`config.mk`:
```
export PLATFORM = sky130hd
export DESIGN_NAME = sar_cap_converter
export DESIGN_NICKNAME = d
export VERILOG_FILES = /design/src/rtl/sarcdc_pkg.sv /design/src/rtl/sar_ctrl.sv /design/src/rtl/sar_datapath.sv /design/src/rtl/sar_cap_converter.sv
export SDC_FILE = /design/constraint.sdc
export NUM_CORES = 1
export LEC_CHECK = 0
export BUFFER_PORTS_ARGS = -buffer_cell sky130_fd_sc_hd__buf_2
export CORE_UTILIZATION = 55
export CTS_CLUSTER_SIZE = 12
export DETAILED_ROUTE_END_ITERATION = 8
export PLACE_DENSITY = 0.78
export SETUP_SLACK_MARGIN = 0.5
export SLEW_MARGIN = 30
export SYNTH_ARGS = -nofsm -noshare
export SYNTH_HDL_FRONTEND = slang
export SYNTH_SLANG_ARGS = --single-unit
```
`constraint.sdc`:
```
create_clock -name clk -period 1.9 [get_ports clk]
set_input_delay 0.19 -clock clk [delete_from_list [all_inputs] [get_ports clk]]
set_output_delay 0.19 -clock clk [all_outputs]
set_load 0.005 [all_outputs]
```
`src/rtl/sarcdc_pkg.sv`:
```
package sarcdc_pkg;

  typedef enum logic {
    PH_IDLE   = 1'b0,
    PH_SEARCH = 1'b1
  } searchPhase_t;

  typedef struct packed {
    logic clearCode;  // start accepted: load MSB-only trial code
    logic decide;     // resolve current trial bit, arm the next
    logic finish;     // this decision is the LSB: latch result
  } ctrlStrobes_t;

endpackage

```
`src/rtl/sar_ctrl.sv`:
```
module sar_ctrl
  import sarcdc_pkg::*;
#(
  parameter int CODE_W = 13
) (
  input  logic         clk,
  input  logic         rst_n,
  input  logic         startPulse,
  output ctrlStrobes_t strobes,
  output logic         convDone
);

  localparam int IDX_W = $clog2(CODE_W);
  localparam logic [IDX_W-1:0] TOP_IDX = IDX_W'(CODE_W - 1);

  searchPhase_t phaseQ;
  logic [IDX_W-1:0] bitIdxQ;
  logic lastTrial;

  assign lastTrial = (bitIdxQ == '0);

  always_comb begin
    strobes = '0;
    if (phaseQ == PH_IDLE) begin
      strobes.clearCode = startPulse;
    end else begin
      strobes.decide = 1'b1;
      strobes.finish = lastTrial;
    end
  end

  always_ff @(posedge clk or negedge rst_n) begin
    if (!rst_n) begin
      phaseQ  <= PH_IDLE;
      bitIdxQ <= '0;
    end else if (strobes.clearCode) begin
      phaseQ  <= PH_SEARCH;
      bitIdxQ <= TOP_IDX;
    end else if (phaseQ == PH_SEARCH) begin
      if (lastTrial) begin
        phaseQ <= PH_IDLE;
      end else begin
        bitIdxQ <= bitIdxQ - 1'b1;
      end
    end
  end

  always_ff @(posedge clk or negedge rst_n) begin
    if (!rst_n) begin
      convDone <= 1'b0;
    end else begin
      convDone <= strobes.finish;
    end
  end


  trial_order_chk: assert property (@(posedge clk) disable iff (!rst_n)
    (phaseQ == PH_SEARCH && !lastTrial) |=>
      (phaseQ == PH_SEARCH && bitIdxQ == $past(bitIdxQ) - 1'b1));


  busy_start_ignored_chk: assert property (@(posedge clk) disable iff (!rst_n)
    (phaseQ == PH_SEARCH && startPulse && !lastTrial) |=>
      (bitIdxQ != TOP_IDX));


  done_pulse_chk: assert property (@(posedge clk) disable iff (!rst_n)
    convDone |=> !convDone);


  done_after_lsb_chk: assert property (@(posedge clk) disable iff (!rst_n)
    (phaseQ == PH_SEARCH && lastTrial) |=> (convDone && phaseQ == PH_IDLE));

endmodule

```
`src/rtl/sar_datapath.sv`:
```
module sar_datapath
  import sarcdc_pkg::*;
#(
  parameter int COARSE_W = 4,
  parameter int FINE_W   = 9
) (
  input  logic                         clk,
  input  logic                         rst_n,
  input  ctrlStrobes_t                 strobes,
  input  logic                         cmpBit,
  output logic [COARSE_W-1:0]          coarseCode,
  output logic [FINE_W-1:0]            fineCode,
  output logic [COARSE_W+FINE_W-1:0]   resultCode
);

  localparam int CODE_W = COARSE_W + FINE_W;
  localparam logic [CODE_W-1:0] MSB_ONLY = {1'b1, {(CODE_W-1){1'b0}}};

  logic [CODE_W-1:0] codeQ;
  logic [CODE_W-1:0] maskQ;
  logic [CODE_W-1:0] nextMask;
  logic [CODE_W-1:0] decidedCode;
  logic [CODE_W-1:0] resultQ;

  assign nextMask = maskQ >> 1;

  // Per-bit trial cells: the bit under trial takes the comparator decision,
  // the next lower bit is armed, every other bit keeps its value.
  for (genvar i = 0; i < CODE_W; i++) begin : g_bitCell
    assign decidedCode[i] = maskQ[i] ? cmpBit : codeQ[i];

    always_ff @(posedge clk or negedge rst_n) begin
      if (!rst_n) begin
        codeQ[i] <= 1'b0;
      end else if (strobes.clearCode) begin
        codeQ[i] <= MSB_ONLY[i];
      end else if (strobes.decide) begin
        codeQ[i] <= decidedCode[i] | nextMask[i];
      end
    end
  end

  always_ff @(posedge clk or negedge rst_n) begin
    if (!rst_n) begin
      maskQ <= '0;
    end else if (strobes.clearCode) begin
      maskQ <= MSB_ONLY;
    end else if (strobes.decide) begin
      maskQ <= nextMask;
    end
  end

  always_ff @(posedge clk or negedge rst_n) begin
    if (!rst_n) begin
      resultQ <= '0;
    end else if (strobes.finish) begin
      resultQ <= decidedCode;
    end
  end

  assign coarseCode = codeQ[CODE_W-1 -: COARSE_W];
  assign fineCode   = codeQ[FINE_W-1:0];
  assign resultCode = resultQ;


  start_loads_msb_chk: assert property (@(posedge clk) disable iff (!rst_n)
    strobes.clearCode |=> (codeQ == MSB_ONLY));


  single_trial_chk: assert property (@(posedge clk) disable iff (!rst_n)
    $onehot0(maskQ));


  finish_on_lsb_chk: assert property (@(posedge clk) disable iff (!rst_n)
    strobes.finish |-> maskQ[0]);


  result_hold_chk: assert property (@(posedge clk) disable iff (!rst_n)
    !strobes.finish |=> $stable(resultQ));


  idle_code_hold_chk: assert property (@(posedge clk) disable iff (!rst_n)
    (!strobes.clearCode && !strobes.decide) |=> $stable(codeQ));

endmodule

```
`src/rtl/sar_cap_converter.sv`:
```
module sar_cap_converter
  import sarcdc_pkg::*;
#(
  parameter int COARSE_W = 4,
  parameter int FINE_W   = 9
) (
  input  logic                        clk,
  input  logic                        rst_n,
  input  logic                        startPulse,
  input  logic                        cmpBit,
  output logic [COARSE_W-1:0]         coarseCode,
  output logic [FINE_W-1:0]           fineCode,
  output logic [COARSE_W+FINE_W-1:0]  resultCode,
  output logic                        convDone
);

  localparam int CODE_W = COARSE_W + FINE_W;

  ctrlStrobes_t strobes;

  sar_ctrl #(
    .CODE_W (CODE_W)
  ) i_ctrl (
    .clk        (clk),
    .rst_n      (rst_n),
    .startPulse (startPulse),
    .strobes    (strobes),
    .convDone   (convDone)
  );

  sar_datapath #(
    .COARSE_W (COARSE_W),
    .FINE_W   (FINE_W)
  ) i_datapath (
    .clk        (clk),
    .rst_n      (rst_n),
    .strobes    (strobes),
    .cmpBit     (cmpBit),
    .coarseCode (coarseCode),
    .fineCode   (fineCode),
    .resultCode (resultCode)
  );


  split_chk: assert property (@(posedge clk) disable iff (!rst_n)
    convDone |-> ({coarseCode, fineCode} == resultCode));

endmodule

```
# Word-level counts from Yosys, hierarchy flattened
# Cells that the tools add are included.
dict set report word_totals {
  input_bits 4
  ff_bits 45
  word_cells 85
  out_inout_bits 27
}
dict set report classes {
  bitwise_logic 12
  reduce_logical 4
  n_eq_ne 1
  muxes 49
  n_addsub 1
}
# op count
set op_table {}
lappend op_table {{$mux W1} 43}
lappend op_table {{$mux W13} 2}
lappend op_table {{$mux W4} 3}
lappend op_table {{$or A1 B1 Y1} 12}
lappend op_table {{$logic_not A4 Y1} 1}
lappend op_table {{$reduce_bool A2 Y1} 2}
lappend op_table {{$sub A4 B1 Y4 const B} 1}
lappend op_table {{$mux W2} 1}
lappend op_table {{$ne A2 B1 Y1 const B} 1}
lappend op_table {{$reduce_and A2 Y1} 1}

# Longest topological paths before layout
dict set report logic_depth {
  ltp_word 4
  ltp_mapped 6
  ltp_nobuf 5
}

# Hierarchy
# From an unflattened synthesis, not the netlist that was laid out.
dict set report unflattened {
  hier_cells 195
  hier_area_um2 2159.6
}
# mod instances area_per_inst_um2 cells_each
set modules_own_cells {}
lappend modules_own_cells {sar_datapath 1 1861.8 167}
lappend modules_own_cells {sar_ctrl 1 297.8 28}

# Worst setup path after synthesis
# Ideal clock, no wire load.
dict set report synth_path {
  kind {register to register}
  start {register i_ctrl.bitIdxQ[0]}
  end {register i_datapath.resultQ[10], in the netlist i_datapath.resultCode[10]}
  synth_period_minus_slack_ns 1.390
  path_buffers 2
  arrival_ns 1.264
  path_stages_with_launch 7
  path_slack_ns 0.510
  path_cell_list {dfrtp_1 > inv_1 > ha_1 > and4bb_2 > buf_2 > buf_2 > a21oi_1}
}
# item line
set synth_lines {}
lappend synth_lines {{start: declaration} sar_ctrl.sv:17} ;# logic [IDX_W-1:0] bitIdxQ;
lappend synth_lines {{start signal: assignment} sar_ctrl.sv:43} ;# bitIdxQ <= bitIdxQ - 1'b1;
lappend synth_lines {{end signal: assignment} sar_datapath.sv:57} ;# resultQ <= decidedCode;
lappend synth_lines {{end: declaration} sar_datapath.sv:23} ;# logic [CODE_W-1:0] resultQ;

# Worst setup path after layout
dict set report layout_path {
  start {register i_ctrl.phaseQ}
  end {register i_ctrl.bitIdxQ[3]}
}
dict set report layout_between {
  elab_chain_cells 3
}
# item line
set layout_rtl {}
lappend layout_rtl {{start: declaration} sar_ctrl.sv:16} ;# searchPhase_t phaseQ;
lappend layout_rtl {{start signal: assignment} sar_ctrl.sv:34} ;# phaseQ <= PH_IDLE;
lappend layout_rtl {{start signal: assignment} sar_ctrl.sv:37} ;# phaseQ <= PH_SEARCH;
lappend layout_rtl {{start signal: assignment} sar_ctrl.sv:41} ;# phaseQ <= PH_IDLE;
lappend layout_rtl {{$mux W1} sar_ctrl.sv:24} ;# if (phaseQ == PH_IDLE) begin
lappend layout_rtl {{$ne A2 B1 Y1 (no source line) / $reduce_bool A2 Y1 (equally long branches)} n/a}
lappend layout_rtl {{$reduce_and A2 Y1 (no source line)} n/a}
# Parallel ways exist; a longest one is shown, timed or not.
# A chain may end at the register's enable or synchronous reset.

==> reports/summary.txt <==
Outcome = complete, no violations
Vias in the first global route = 1409
TritonRoute pass-1 iters = 4
Grt total ovfl = 0
VDD IR-drop max = 993.3 uV
Worst hold slack = 197.5 ps
HP Start = startPulse
Drt total wl = 3.939 mm
Slew Viols, Final = 0
Max-Cap Viols = 0
Slowest stage cell, crit path = or4b_4
Die ar. = 3814 um^2
R2r endpoint = i_ctrl.bitIdxQ[3]
Num ports = 31
Fillers = 282
Setup violators final = 0
Die Span X = 61.76 um
R2R depth = 3
DP HPWL = 2.532 mm
CP delay by family, top = simple AND/OR/NAND/NOR gates
Synth Register Bits = 45
Crit path largest cell delay = 460 ps
CTS sink cnt = 45
Power density over the cells = 1679 nW/um^2
WP buf/inv = 1
CTS max path bufs = 2
Initial antenna violation count = 0
TritonCTS Buffers = 5
Core ar. = 3390 um^2
Clock Skews = 14.34 ps
Vias = 1548
Worst-path fanout max = 4
Endpoint class of the critical path = flip-flop
Min Tclk post-route = 1426 ps
Initial DRC count = 74
Layout area overhead = 19.04%
Hold depth = 2
Largest net degree at the start of global routing = 46
Total power = 0.003925 W
Sequential-to-total area share from yosys stat = 57.32%
Nets = 238
Synthesized area = 1964 um^2
Post-synth cell types = 20
Final hold violations = 0
Residual DRC = 0
Fmax = 0.7013 GHz
Lkg Pwr = 0.9992 nW
Synth top area share = 57.32%
Root Driver = clkbuf_4
CP Cell Sequence = buf_6 -> or4b_4 -> a221o_1
Leading area contributor after synthesis = dfrtp_1
Hold-critical path endpoint = i_datapath.maskQ[1]
Fraction of layout cells with a size suffix above 1 = 22.75%
H-Tree Depth = 2
Data arrival time of the worst path = 1670 ps
Global-route wire length before repair = 6.451 mm
Final TNS setup = 0 ps
Slew HR = 56.74%
Clk slew on worst S/H paths = 120 ps
Synth Net Count = 204
Top cells by area, synth = dfrtp_1 57%, o21ai_0 8.9%, a21oi_1 6.6%
Type of origin of the critical path = flip-flop
Reg2reg start = i_ctrl.phaseQ
Port bufs = 30
Clock Latency Late Sink = 360 ps
Warnings from Yosys = 0
Number of diodes = 0
Hold crit path type = input pin to flip-flop
RSZ-0062 raised after global routing = true
Starting Density = 57.95%
Antenna Nets Post-Route = 0
DIE HEIGHT = 61.76 um
Worst Tran Pin Value = 648.3 ps
TritonCTS clock tree = yes
Via density = 5.548
CP Class = flip-flop to flip-flop
Mapped Cells = 198
Final period utilization = 75.05%
Drt wl/cell = 14.12 um
Critical Path RT = 2150 ps
Mean Syn Cell Area = 9.921 um^2
Gr usage total = 23.45%
Worst R2R Setup Slack = 470 ps
GPL Wtd Cong = 0.7746
FP Rows = 21
==> logic make-up after synthesis <==
group | count (synthesis) | synth area share (%)
AOI/OAI and AO/OA | 68 | 18.54
buffers and inverters | 16 | 3.312
DFF | 45 | 57.32
adders and majority gates | 2 | 1.274
and+or+nand+nor | 54 | 12.93
muxes | 13 | 6.624
==> power breakdown <==
part | leakage, nW | internal [W] | total (W) | switching [W]
clock | 0.0455 | 0.000315 | 0.000613 | 0.000298
combinational | 0.399 | 0.000802 | 0.00160 | 0.000795
sequential | 0.555 | 0.00136 | 0.00171 | 0.000351
total | 0.999 | 0.00248 | 0.00393 | 0.00144
==> worst max path at each step <==
stage / start / endpoint / slack [ps] / depth (start not counted)
floorplan: i_ctrl.bitIdxQ[0] / i_datapath.resultCode[10] / 510 / 6
global placement: i_ctrl.phaseQ / i_datapath.coarseCode[1] / 330 / 3
detailed placement: i_ctrl.phaseQ / i_datapath.fineCode[2] / 260 / 3
CTS: i_ctrl.phaseQ / i_ctrl.bitIdxQ[3] / 500 / 3
global route: i_ctrl.phaseQ / i_ctrl.bitIdxQ[3] / 450 / 4
finish: i_ctrl.phaseQ / i_ctrl.bitIdxQ[3] / 470 / 3
==> metal layers <==
metal,routed length [um],GRT usage (%),part of all wire (%),up-vias
li1,-,-,-,759
met1,1950,32.97,50,751
met2,1826,35.79,46,31
met3,125,5.797,3.2,7
met4,38,8.254,0.96,0
met5,0,0,0,-
==> what timing repair did <==
action,4_1_cts,5_1_grt
buffers inserted,4,0
hold buffers,1,0
endpoints found under the hold margin,45,0
setup endpoints to repair,33,28
pin swaps,1,0
gates resized for setup,6,2
==> synthesized netlist by cell type, drive strengths merged <==
| master | n |
|---|---|
| nor3 | 2 |
| nand2b | 1 |
| clkbuf | 9 |
| mux2i | 13 |
| o22ai | 1 |
| ha | 2 |
| nand3 | 1 |
| or4b | 1 |
| nor2b | 12 |
| dfrtp | 45 |
| a22o | 4 |
| nor2 | 17 |
| nand2 | 19 |
| o21ai | 35 |
| and4bb | 1 |
| o211ai | 1 |
| inv | 3 |
| buf | 4 |
| a221o | 1 |
| a21oi | 26 |
==> per-stage QoR <==
stage          area, um^2  util [%]  worst slack [ps]  std cells
2_1_floorplan        1964         -             510.4        198
3_3_place_gp         2181     64.34             332.3        266
3_5_place_dp         2181     64.34             264.0        266
4_1_cts              2335     68.88             499.4        279
5_1_grt              2338     68.99             448.7        279
6_report             2338     68.99             474.1        279
==> sequential cells by signal (all words and copies together) (netlist names) <==
register	count
i_datapath.fineCode	9
i_datapath.maskQ	13
i_ctrl.bitIdxQ	4
i_ctrl.convDone	1
i_ctrl.phaseQ	1
i_datapath.resultCode	13
i_datapath.coarseCode	4
==> worst register-to-register path: cells and delay by family, from the launching register on <==
kind,cells,cell delay [ps]
and+or+nand+nor,1,460
AOI/OAI and AO/OA,1,300
buffers and inverters,1,140
DFF,1,420
==> cells in the final DEF (no fill, tap or decap), drive strengths merged <==
master       netlist  routed
clkbuf             9       7
ha                 2       2
a221o              1       1
bufinv             0       1
buf                4      39
nor2b             12      12
a22o               4       4
and4bb             1       1
dlygate4sd3        0       1
o22ai              1       1
a21oi             26      26
nand2b             1       1
clkinvlp           0       1
o21ai             35      35
nand3              1       1
nand2             19      19
nor3               2       2
inv                3       2
mux2i             13      13
or4b               1       1
nor2              17      17
o211ai             1       1
dfrtp             45      45
==> area by class of cell <==
| class | instances | area [um^2] | area share [%] |
|---|---|---|---|
| sequential | 45 | 1126 | 48.15 |
| multi-input combinational | 137 | 785.8 | 33.60 |
| timing repair buffer | 40 | 269.0 | 11.50 |
| tap | 46 | 57.56 | 2.461 |
| clock buffer | 7 | 55.05 | 2.354 |
| clock inverter | 1 | 30.03 | 1.284 |
| inverter | 3 | 15.01 | 0.6421 |
No activity file was read; power rests on OpenSTA's default activity.
